`src/rtl/cmdbuf_pkg.sv`:
```
package cmdbuf_pkg;

    typedef enum logic [3:0] {
        ST_IDLE,
        ST_FETCH,
        ST_WAIT,
        ST_EXEC,
        ST_LAUNCH,
        ST_DRAIN,
        ST_DUMP_LO,
        ST_DUMP_HI,
        ST_HALT
    } cb_state_t;

    localparam logic [31:0] OP_SET_INPUT  = 32'h0000_0001;
    localparam logic [31:0] OP_SET_OUTPUT = 32'h0000_0002;
    localparam logic [31:0] OP_SET_CONST  = 32'h0000_0003;
    localparam logic [31:0] OP_SET_COND   = 32'h0000_0004;
    localparam logic [31:0] OP_SET_PROG   = 32'h0000_0005;
    localparam logic [31:0] OP_INV_INPUT  = 32'h0000_0006;
    localparam logic [31:0] OP_INV_CONST  = 32'h0000_0007;
    localparam logic [31:0] OP_INV_COND   = 32'h0000_0008;
    localparam logic [31:0] OP_FLUSH_OUT  = 32'h0000_0009;
    localparam logic [31:0] OP_FLUSH_COND = 32'h0000_000A;
    localparam logic [31:0] OP_SET_TEST   = 32'h0000_000B;
    localparam logic [31:0] OP_SET_DOMAIN = 32'h0000_000C;
    localparam logic [31:0] OP_LAUNCH     = 32'h0000_000D;
    localparam logic [31:0] OP_BARRIER    = 32'h0000_000E;
    localparam logic [31:0] OP_PERF_CLEAR = 32'h0000_000F;
    localparam logic [31:0] OP_PERF_DUMP  = 32'h0000_0010;

    localparam int CACHE_OPS     = 5;
    localparam int CB_INV_INPUT  = 0;
    localparam int CB_INV_CONST  = 1;
    localparam int CB_INV_COND   = 2;
    localparam int CB_FLUSH_OUT  = 3;
    localparam int CB_FLUSH_COND = 4;

    function automatic logic op_known(input logic [31:0] op);
        return (op >= OP_SET_INPUT) && (op <= OP_PERF_DUMP);
    endfunction

    function automatic logic [2:0] op_param_count(input logic [31:0] op);
        logic [2:0] n;
        case (op)
            OP_SET_INPUT, OP_SET_OUTPUT, OP_SET_DOMAIN: n = 3'd4;
            OP_SET_COND:                                n = 3'd2;
            OP_SET_CONST, OP_SET_PROG,
            OP_SET_TEST, OP_PERF_DUMP:                  n = 3'd1;
            default:                                    n = 3'd0;
        endcase
        return n;
    endfunction

endpackage

```
`src/rtl/cmdbuf_walker.sv`:
```
module cmdbuf_walker #(
    parameter int ADDR_W = 16,
    parameter int LEN_W  = 16
) (
    input  logic              clk,
    input  logic              rst_n,
    input  logic              load,
    input  logic [ADDR_W-1:0] load_addr,
    input  logic [LEN_W-1:0]  load_len,
    input  logic              step,
    output logic [ADDR_W-1:0] ptr,
    output logic              last,
    output logic              done,
    output logic              consumed
);

    logic [ADDR_W-1:0] ptr_q;
    logic [LEN_W-1:0]  rem_q;
    logic              cons_q;

    always_ff @(posedge clk or negedge rst_n) begin
        if (!rst_n) begin
            ptr_q  <= '0;
            rem_q  <= '0;
            cons_q <= 1'b0;
        end else if (load) begin
            ptr_q  <= load_addr;
            rem_q  <= load_len;
            cons_q <= (load_len == '0);
        end else if (step) begin
            ptr_q <= ptr_q + 1'b1;
            rem_q <= rem_q - 1'b1;
            if (rem_q == LEN_W'(1)) begin
                cons_q <= 1'b1;
            end
        end
    end

    assign ptr      = ptr_q;
    assign last     = (rem_q == LEN_W'(1));
    assign done     = (rem_q == '0);
    assign consumed = cons_q;

endmodule

```
`src/rtl/cmdbuf_perf.sv`:
```
module cmdbuf_perf #(
    parameter int CNT_W = 32
) (
    input  logic             clk,
    input  logic             rst_n,
    input  logic             clear,
    input  logic             active,
    input  logic             snap,
    output logic [CNT_W-1:0] total_snap,
    output logic [CNT_W-1:0] active_snap
);

    logic [CNT_W-1:0] total_q;
    logic [CNT_W-1:0] active_q;

    always_ff @(posedge clk or negedge rst_n) begin
        if (!rst_n) begin
            total_q  <= '0;
            active_q <= '0;
        end else if (clear) begin
            total_q  <= '0;
            active_q <= '0;
        end else begin
            total_q <= total_q + 1'b1;
            if (active) begin
                active_q <= active_q + 1'b1;
            end
        end
    end

    always_ff @(posedge clk or negedge rst_n) begin
        if (!rst_n) begin
            total_snap  <= '0;
            active_snap <= '0;
        end else if (snap) begin
            total_snap  <= total_q;
            active_snap <= active_q;
        end
    end

endmodule

```
`src/rtl/cmdbuf_engine.sv`:
```
module cmdbuf_engine
    import cmdbuf_pkg::*;
#(
    parameter int ADDR_W  = 16,
    parameter int LEN_W   = 16,
    parameter int NUM_IN  = 4,
    parameter int NUM_OUT = 4,
    parameter int FMT_W   = 4,
    parameter int COMP_W  = 3,
    parameter int TEST_W  = 3,
    parameter int COORD_W = 16,
    parameter int CNT_W   = 32
) (
    input  logic                           clk,
    input  logic                           rst_n,
    input  logic                           start,
    input  logic [ADDR_W-1:0]              buf_addr,
    input  logic [LEN_W-1:0]               buf_len,
    output logic                           busy,
    output logic                           consumed,
    output logic                           error,
    output logic                           rd_req,
    output logic [ADDR_W-1:0]              rd_addr,
    input  logic                           rd_valid,
    input  logic [31:0]                    rd_data,
    output logic                           wr_en,
    output logic [ADDR_W-1:0]              wr_addr,
    output logic [31:0]                    wr_data,
    output logic [NUM_IN-1:0][31:0]        in_addr,
    output logic [NUM_IN-1:0][FMT_W-1:0]   in_fmt,
    output logic [NUM_IN-1:0][COMP_W-1:0]  in_comp,
    output logic [NUM_OUT-1:0][31:0]       out_addr,
    output logic [NUM_OUT-1:0][FMT_W-1:0]  out_fmt,
    output logic [NUM_OUT-1:0][COMP_W-1:0] out_comp,
    output logic [31:0]                    const_addr,
    output logic [31:0]                    prog_addr,
    output logic [31:0]                    cond_addr,
    output logic [FMT_W-1:0]               cond_fmt,
    output logic [TEST_W-1:0]              cond_test,
    output logic [COORD_W-1:0]             dom_x0,
    output logic [COORD_W-1:0]             dom_y0,
    output logic [COORD_W-1:0]             dom_x1,
    output logic [COORD_W-1:0]             dom_y1,
    output logic [CACHE_OPS-1:0]           cache_op,
    output logic                           launch_valid,
    input  logic                           launch_ready,
    input  logic                           array_busy
);

    localparam int MAX_PRM = 4;

    cb_state_t state, nstate;

    logic [31:0]              op_q;
    logic [MAX_PRM-1:0][31:0] prm_q;
    logic [2:0]               pidx_q;
    logic [2:0]               need_q;
    logic                     in_params_q;
    logic                     err_q;

    logic              walk_load, walk_step, walk_last, walk_done;
    logic [ADDR_W-1:0] walk_ptr;
    logic              perf_clear, perf_snap;
    logic [CNT_W-1:0]  total_snap, active_snap;
    logic              word_take;
    cb_state_t         cont_state;

    cmdbuf_walker #(.ADDR_W(ADDR_W), .LEN_W(LEN_W)) u_walker (
        .clk       (clk),
        .rst_n     (rst_n),
        .load      (walk_load),
        .load_addr (buf_addr),
        .load_len  (buf_len),
        .step      (walk_step),
        .ptr       (walk_ptr),
        .last      (walk_last),
        .done      (walk_done),
        .consumed  (consumed)
    );

    cmdbuf_perf #(.CNT_W(CNT_W)) u_perf (
        .clk         (clk),
        .rst_n       (rst_n),
        .clear       (perf_clear),
        .active      (array_busy),
        .snap        (perf_snap),
        .total_snap  (total_snap),
        .active_snap (active_snap)
    );

    assign word_take  = (state == ST_WAIT) && rd_valid;
    assign cont_state = walk_done ? ST_IDLE : ST_FETCH;

    // state register
    always_ff @(posedge clk or negedge rst_n) begin
        if (!rst_n) begin
            state <= ST_IDLE;
        end else begin
            state <= nstate;
        end
    end

    // next-state logic
    always_comb begin
        nstate = state;
        unique case (state)
            ST_IDLE: begin
                if (start && (buf_len != '0)) nstate = ST_FETCH;
            end
            ST_FETCH: nstate = ST_WAIT;
            ST_WAIT: begin
                if (rd_valid) begin
                    if (!in_params_q) begin
                        if (!op_known(rd_data))                   nstate = ST_HALT;
                        else if (op_param_count(rd_data) == 3'd0) nstate = ST_EXEC;
                        else if (walk_last)                       nstate = ST_HALT;
                        else                                      nstate = ST_FETCH;
                    end else begin
                        if (3'(pidx_q + 3'd1) == need_q) nstate = ST_EXEC;
                        else if (walk_last)              nstate = ST_HALT;
                        else                             nstate = ST_FETCH;
                    end
                end
            end
            ST_EXEC: begin
                if (op_q == OP_LAUNCH)        nstate = ST_LAUNCH;
                else if (op_q == OP_BARRIER)  nstate = ST_DRAIN;
                else if (op_q == OP_PERF_DUMP) nstate = ST_DUMP_LO;
                else                          nstate = cont_state;
            end
            ST_LAUNCH:  if (launch_ready) nstate = cont_state;
            ST_DRAIN:   if (!array_busy)  nstate = cont_state;
            ST_DUMP_LO: nstate = ST_DUMP_HI;
            ST_DUMP_HI: nstate = cont_state;
            ST_HALT:    nstate = ST_HALT;
            default:    nstate = ST_IDLE;
        endcase
    end

    // command collection and error flag
    always_ff @(posedge clk or negedge rst_n) begin
        if (!rst_n) begin
            op_q        <= '0;
            prm_q       <= '0;
            pidx_q      <= '0;
            need_q      <= '0;
            in_params_q <= 1'b0;
            err_q       <= 1'b0;
        end else begin
            if (nstate == ST_HALT && state != ST_HALT) begin
                err_q <= 1'b1;
            end
            if (state == ST_IDLE || state == ST_EXEC) begin
                in_params_q <= 1'b0;
            end else if (word_take) begin
                if (!in_params_q) begin
                    op_q        <= rd_data;
                    need_q      <= op_param_count(rd_data);
                    pidx_q      <= '0;
                    in_params_q <= (op_param_count(rd_data) != 3'd0);
                end else begin
                    prm_q[pidx_q[1:0]] <= rd_data;
                    pidx_q             <= pidx_q + 3'd1;
                end
            end
        end
    end

    // configuration registers, written in the execute cycle
    always_ff @(posedge clk or negedge rst_n) begin
        if (!rst_n) begin
            in_addr    <= '0;
            in_fmt     <= '0;
            in_comp    <= '0;
            out_addr   <= '0;
            out_fmt    <= '0;
            out_comp   <= '0;
            const_addr <= '0;
            prog_addr  <= '0;
            cond_addr  <= '0;
            cond_fmt   <= '0;
            cond_test  <= '0;
            dom_x0     <= '0;
            dom_y0     <= '0;
            dom_x1     <= '0;
            dom_y1     <= '0;
        end else if (state == ST_EXEC) begin
            case (op_q)
                OP_SET_INPUT: begin
                    for (int i = 0; i < NUM_IN; i++) begin
                        if (prm_q[0] == 32'(i)) begin
                            in_addr[i] <= prm_q[1];
                            in_fmt[i]  <= prm_q[2][FMT_W-1:0];
                            in_comp[i] <= prm_q[3][COMP_W-1:0];
                        end
                    end
                end
                OP_SET_OUTPUT: begin
                    for (int i = 0; i < NUM_OUT; i++) begin
                        if (prm_q[0] == 32'(i)) begin
                            out_addr[i] <= prm_q[1];
                            out_fmt[i]  <= prm_q[2][FMT_W-1:0];
                            out_comp[i] <= prm_q[3][COMP_W-1:0];
                        end
                    end
                end
                OP_SET_CONST: const_addr <= prm_q[0];
                OP_SET_PROG:  prog_addr  <= prm_q[0];
                OP_SET_COND: begin
                    cond_addr <= prm_q[0];
                    cond_fmt  <= prm_q[1][FMT_W-1:0];
                end
                OP_SET_TEST: cond_test <= prm_q[0][TEST_W-1:0];
                OP_SET_DOMAIN: begin
                    dom_x0 <= prm_q[0][COORD_W-1:0];
                    dom_y0 <= prm_q[1][COORD_W-1:0];
                    dom_x1 <= prm_q[2][COORD_W-1:0];
                    dom_y1 <= prm_q[3][COORD_W-1:0];
                end
                default: ;
            endcase
        end
    end

    // outputs decoded from the state register
    always_comb begin
        rd_req       = (state == ST_FETCH);
        rd_addr      = walk_ptr;
        walk_load    = (state == ST_IDLE) && start;
        walk_step    = word_take;
        launch_valid = (state == ST_LAUNCH);
        busy         = (state != ST_IDLE) && (state != ST_HALT);
        error        = err_q;
        wr_en        = (state == ST_DUMP_LO) || (state == ST_DUMP_HI);
        wr_addr      = prm_q[0][ADDR_W-1:0] + ((state == ST_DUMP_HI) ? ADDR_W'(1) : ADDR_W'(0));
        wr_data      = (state == ST_DUMP_HI) ? 32'(active_snap) : 32'(total_snap);
        perf_clear   = (state == ST_EXEC) && (op_q == OP_PERF_CLEAR);
        perf_snap    = (state == ST_EXEC) && (op_q == OP_PERF_DUMP);
        cache_op     = '0;
        if (state == ST_EXEC) begin
            cache_op[CB_INV_INPUT]  = (op_q == OP_INV_INPUT);
            cache_op[CB_INV_CONST]  = (op_q == OP_INV_CONST);
            cache_op[CB_INV_COND]   = (op_q == OP_INV_COND);
            cache_op[CB_FLUSH_OUT]  = (op_q == OP_FLUSH_OUT);
            cache_op[CB_FLUSH_COND] = (op_q == OP_FLUSH_COND);
        end
    end

endmodule

```
`config.mk`:
```
export PLATFORM = sky130hd
export DESIGN_NAME = cmdbuf_engine
export DESIGN_NICKNAME = d
export VERILOG_FILES = /design/src/rtl/cmdbuf_pkg.sv /design/src/rtl/cmdbuf_walker.sv /design/src/rtl/cmdbuf_perf.sv /design/src/rtl/cmdbuf_engine.sv
export SDC_FILE = /design/constraint.sdc
export NUM_CORES = 1
export LEC_CHECK = 0
export BUFFER_PORTS_ARGS = -buffer_cell sky130_fd_sc_hd__buf_2
export CELL_PAD_IN_SITES_DETAIL_PLACEMENT = 1
export CELL_PAD_IN_SITES_GLOBAL_PLACEMENT = 2
export CORE_MARGIN = 2
export CORE_UTILIZATION = 34
export DETAILED_ROUTE_END_ITERATION = 7
export PLACE_DENSITY = 0.87
export SLEW_MARGIN = 40
export SYNTH_ARGS = -nofsm -noshare
export SYNTH_HDL_FRONTEND = slang
export SYNTH_SLANG_ARGS = --single-unit
export TNS_END_PERCENT = 1
```
`constraint.sdc`:
```
create_clock -name clk -period 2.25 [get_ports clk]
set_input_delay 0.45 -clock clk [delete_from_list [all_inputs] [get_ports clk]]
set_output_delay 0.45 -clock clk [all_outputs]
set_load 0.05 [all_outputs]
```
* Word level (Yosys, flattened, before mapping) *
Memory sizes are Yosys's and may differ from the RTL's.
Cells that the tools add are included.

cells by class
  $add $sub $neg = 6
  order comparisons = 4
  eq/ne operators = 31
  mux-type cells = 44
  bitwise logic cells = 2
  reduce and logical (&&, ||, !) cells = 41

operators by type and width
  kind                   number
  $eq 32x4->1 const B    8
  $mux 32                5
  $bwmux 128             1
  $eq 32x2->1 const B    4
  $eq 32x3->1 const B    4
  $add 32x1->32 const B  2
  $demux 32 s2           1
  $eq 32x1->1 const B    2
  $mux 16                4
  $mux 3                 14
  $mux 4                 9
  $pmux 4 s9             1
  $eq 32x5->1 const B    1
  $ge 32x1->1 const B    1
  $le 32x5->1 const B    1
  $logic_not 16->1       2
  $logic_not 32->1       1
  $reduce_and 3->1       10
  $logic_not 27->1       1
  $add 16x1->16          1
  $add 16x1->16 const B  1
  $eq 16x1->1 const B    1
  $eq 4x3->1 const B     4
  $reduce_bool 16->1     1
  other kinds (20)       48

storage, ports and cells
  flip-flop bits (word level) = 812
  memory bits (read-only) = 288
  bits of input ports = 70
  output and inout bits = 554
  memories kept = 3

memory list
  memory            words  bits a word  read ports  clocked after Yosys merged registers in  write ports  line              text
  (name not given)  32     3            1           0                                        0            cmdbuf_pkg.sv:45  case (op)
  (name not given)  32     3            1           0                                        0            cmdbuf_pkg.sv:45
  (name not given)  32     3            1           0                                        0            cmdbuf_pkg.sv:45

* Depth between registers and ports, before layout *
  depth after elaboration = 14
  gate-level depth with buffers = 12

* Modules after synthesis *
A second synthesis with hierarchy kept.

second synthesis, totals
  cells, all modules = 2363
  area total of the unflattened synthesis = 32323.5 µm²

by module, submodules not included
  module         instances  cells an instance  area each (µm²)  seq. area each (µm²)
  cmdbuf_engine  1          1671               24808.8          15489.9
  cmdbuf_perf    1          480                5647.9           3203.1
  cmdbuf_walker  1          212                1866.8           825.8

* Worst setup path after synthesis *
No wires, ideal clock.

  path kind = flip-flop to output port
  from = register state[3]
  to = output port wr_addr[13]
  data arrival time = 3.539 ns
  data required time = 1.800 ns
  slack = -1.739 ns
  stages on the path, launching flop included = 13
  path buffers = 1
  cells stage by stage = dfrtp_1 -> inv_1 -> nand2_1 -> nor2_1 -> nand2_1 -> buf_1 -> inv_1 -> ha_1 -> and3_1 -> nand3_1 -> nor2_1 -> nand3_1 -> xnor2_1

on the way
  word-level cells in the longest chain between the ends = 3

ends and longest elaborated chain
  what                    line                  text
  start, declared         cmdbuf_engine.sv:52   cb_state_t state, nstate;
  start signal, assigned  cmdbuf_engine.sv:99   state <= nstate;
  $eq 4x3->1              cmdbuf_engine.sv:235  wr_addr = prm_q[0][ADDR_W-1:0] + ((state == ST_DUMP_HI) ? ADDR_W'(1) : ADDR_W'(0));
  $mux 1                  cmdbuf_engine.sv:235
  $add 16x1->16           cmdbuf_engine.sv:235
  end, declared           cmdbuf_engine.sv:27   output logic [ADDR_W-1:0] wr_addr,

No other way between the ends.

* Final worst setup path *
  from = register op_q[17]
  to = output port cache_op[1]

on the way
  word-level cells in the longest chain between the ends = 2

ends and longest elaborated chain
  what                    line                  text
  start, declared         cmdbuf_engine.sv:54   logic [31:0] op_q;
  start signal, assigned  cmdbuf_engine.sv:157  op_q <= rd_data;
  $eq 32x3->1             cmdbuf_engine.sv:242  cache_op[CB_INV_CONST] = (op_q == OP_INV_CONST);
  $mux 5                  cmdbuf_engine.sv:240  if (state == ST_EXEC) begin
  end, declared           cmdbuf_engine.sv:44   output logic [CACHE_OPS-1:0] cache_op,

No other way between the ends.

==> results_dict.tcl <==
set metrics [dict create \
    r2r_cells 9 \
    die_y_um 311 \
    placed_area_um2 38600 \
    synth_flop_cell "dfrtp_1" \
    critPathKind "reg2out" \
    clkTransAtPathRegs_ns 0.06 \
    grt_overflow 0 \
    route.final.wire_length_um 107000 \
    outcome "finished with violations" \
    antenna_found_initial 12 \
    worst_slack_ns -0.763 \
    critPathLaunchType "flip-flop" \
    ant_nets 0 \
    final_common_cell "dfrtp_1" \
    pin_count 624 \
    fmax_mhz 332 \
    drc_errors 0 \
    synth_edf_count 0 \
    total_power_mw 33.8 \
    grt_max_degree 88 \
    power_leakage_nw 22.6 \
    grt_first_pass_wirelength_um 159000 \
    clock_skew_ns 0.0204 \
    cts_buffers 87 \
    period_needed_ns 3.01 \
    cts_tree "built" \
    numPortBuffers 623 \
    ir_drop_mv 1.08 \
    slew_headroom_pct 59.4 \
    setup_viol_count_final 533 \
    fillers 9743 \
    wl_per_cell_um 24.3 \
    ff2ff_setup_slack_ns -0.46 \
    tightest_slew_ns 0.609 \
    crit_fanout 4 \
    drtIter0Drc 1070 \
    grt_pass1_vias 23900 \
    clkLatencyLatePin_ns 0.65 \
    cp.required_ns 1.80 \
    hold_path_startpoint "buf_len[5]" \
    netlist_instances 2240 \
    fin_cells 4391 \
    r2r_start "op_q[17]" \
    layout_common_cells "dfrtp_1 (779), mux2_2 (602), buf_2 (598)" \
    gp_congestion 0.811 \
    yosysWarnings 0 \
    via_per_inst 4.98 \
    vias 21900 \
    ys_top_cells_by_area "dfrtp_1 (61%), mux2_2 (22%), mux2_4 (2.8%)" \
    final_cell_area_um2 42200 \
    end_kind "output pin" \
    cp_data_arrival_time_ns 2.56 \
    grt_usage_pct 21.8 \
    start_util_pct 34.3 \
    hold-path-cell-count 3 \
    slew_violations 0 \
    hold_viol 0 \
    min_period_over_period_pct 134 \
    multi_input_area_um2 12300 \
    ys_ff_latch 780 \
    htreeDepth 3 \
    drtPass1Iterations 5 \
    yosysTopAreaCell "dfrtp_1" \
    syn_to_final_growth_pct 31.6 \
    netlist_area_um2 32000 \
    clockRootBuffer "clkbuf_16" \
    clock_sink_count 780 \
    async_flop_share_pct 100 \
    rsz0062_at_grt "yes" \
    cts_max_path_buffers 3 \
    failed_checks "negative setup slack" \
    synth_nets 2325 \
    r2r_end "out_addr[5]" \
    dieArea_um2 96700 \
    num_rows 112 \
    synth.distinct_cells 64 \
    max_cap_violations 0 \
    dp.cells 4197 \
    dpl.hpwl_um 76600 \
    power.density_nw_per_um2 803 \
    syn_avg_cell_area_um2 14.3 \
    hold_path.class "in2reg" \
    whs_endpoint "u_walker.rem_q[5]" \
    die_w_um 311 \
    synth_top_area_share_pct 60.9 \
    drive_gt1_share_pct 55.9 \
    regArea_um2 19500 \
    coreArea_um2 93300 \
    ys_seq_area_share_pct 60.9 \
    nets 3144 \
]
-- synthesized netlist by cell type (9+ instances only) --
library cell and number:
and4_1 15, ha_1 15, buf_2 23, nor2_1 113, and3_1 18, xor2_1 56, buf_6 19, nor3_1 16
nor4_1 25, xnor2_1 37, clkbuf_1 57, buf_4 11, buf_1 24, and2_1 9, nand2_1 98, mux2_1 10
mux2_2 615, a21oi_1 9, inv_1 17, o21ai_0 47, mux2_4 60, nand4_1 29, nand3_1 51, dfrtp_1 780
-- layout make-up --
class,count,area share (%)
multi-input cells,1308,29.3
clock buffers,135,6.20
inverters,17,0.151
well taps,1254,3.72
diodes,9,0.0534
flip-flops and latches,780,46.3
repair buffers,865,13.7
clock inverters,23,0.653
-- metal layers --
layer / part of all wire [%] / GRT usage, % / up-vias
li1: - / - / 9560
met1: 40 / 25.9 / 11500
met2: 51 / 38.5 / 592
met3: 5.2 / 4.65 / 192
met4: 3.5 / 8.57 / 4
met5: 0.015 / 0 / -
-- worst max path at each step --
stage                    start          end  slack (ns)  cells past startpoint
floorplan             state[3]  wr_addr[10]       -0.56                     12
global placement    rd_data[5]        error       -0.46                      8
detailed placement    prm_q[9]   in_fmt[10]       -0.49                      8
CTS                   state[3]  wr_addr[11]       -0.84                     13
global route          state[3]  wr_addr[11]       -0.88                     13
finish                op_q[17]  cache_op[1]       -0.76                      8
-- stage by stage --
stage	util [%]	hold slack, ns	setup TNS (ns)	setup WS [ns]
after global routing	45.2	0.0289	-197.99	-0.876
after global placement	41.3	0.356	-116.08	-0.456
after floorplan	-	0.154	-37.00	-0.559
final	45.2	0.0492	-156.87	-0.763
after detailed placement	41.3	0.360	-160.46	-0.490
after CTS	45.0	0.00316	-151.93	-0.840
-- critical path, cell delays in order (launching register included) --
cell     delay, ns
dfrtp_1       0.41
nor4_4        0.40
nand4_2       0.19
buf_4         0.17
buf_4         0.14
nor2_2        0.10
buf_4         0.14
and3_1        0.22
buf_12        0.16
-- sequential cells by signal, indices dropped and copies added (netlist names), 32 cells and up --
name / flops
cond_addr: 32
const_addr: 32
in_addr: 128
op_q: 32
out_addr: 128
prm_q: 96
prog_addr: 32
u_perf.active_q: 32
u_perf.active_snap: 32
u_perf.total_q: 32
u_perf.total_snap: 32
-- what timing repair did --
action                     4_1_cts  5_1_grt
hold buffers                    18        0
pin swaps                       19       10
gates resized for setup         88       33
buffers inserted                 7        2
hold endpoints to repair        91        0
setup endpoints to repair      769      706
-- power breakdown --
part / leakage, nW / switching [mW] / internal [mW]
sequential: 10.7 / 0.739 / 14.7
combinational: 10.4 / 2.48 / 1.53
clock: 1.40 / 5.82 / 8.56
total: 22.6 / 9.04 / 24.8
-- kinds of logic (layout without fill, tap and decap cells) --
family / count (synthesis) / count (layout) / synth area share (%)
compound gates: 91 / 91 / 1.77
other cells: 0 / 9 / 0
fa+ha+maj: 15 / 15 / 0.586
simple gates: 422 / 422 / 6.87
flops: 780 / 780 / 60.9
buf+inv: 152 / 1040 / 2.45
mux: 687 / 687 / 24.8
xor+xnor: 93 / 93 / 2.54
No activity file was read; power rests on OpenSTA's default activity.
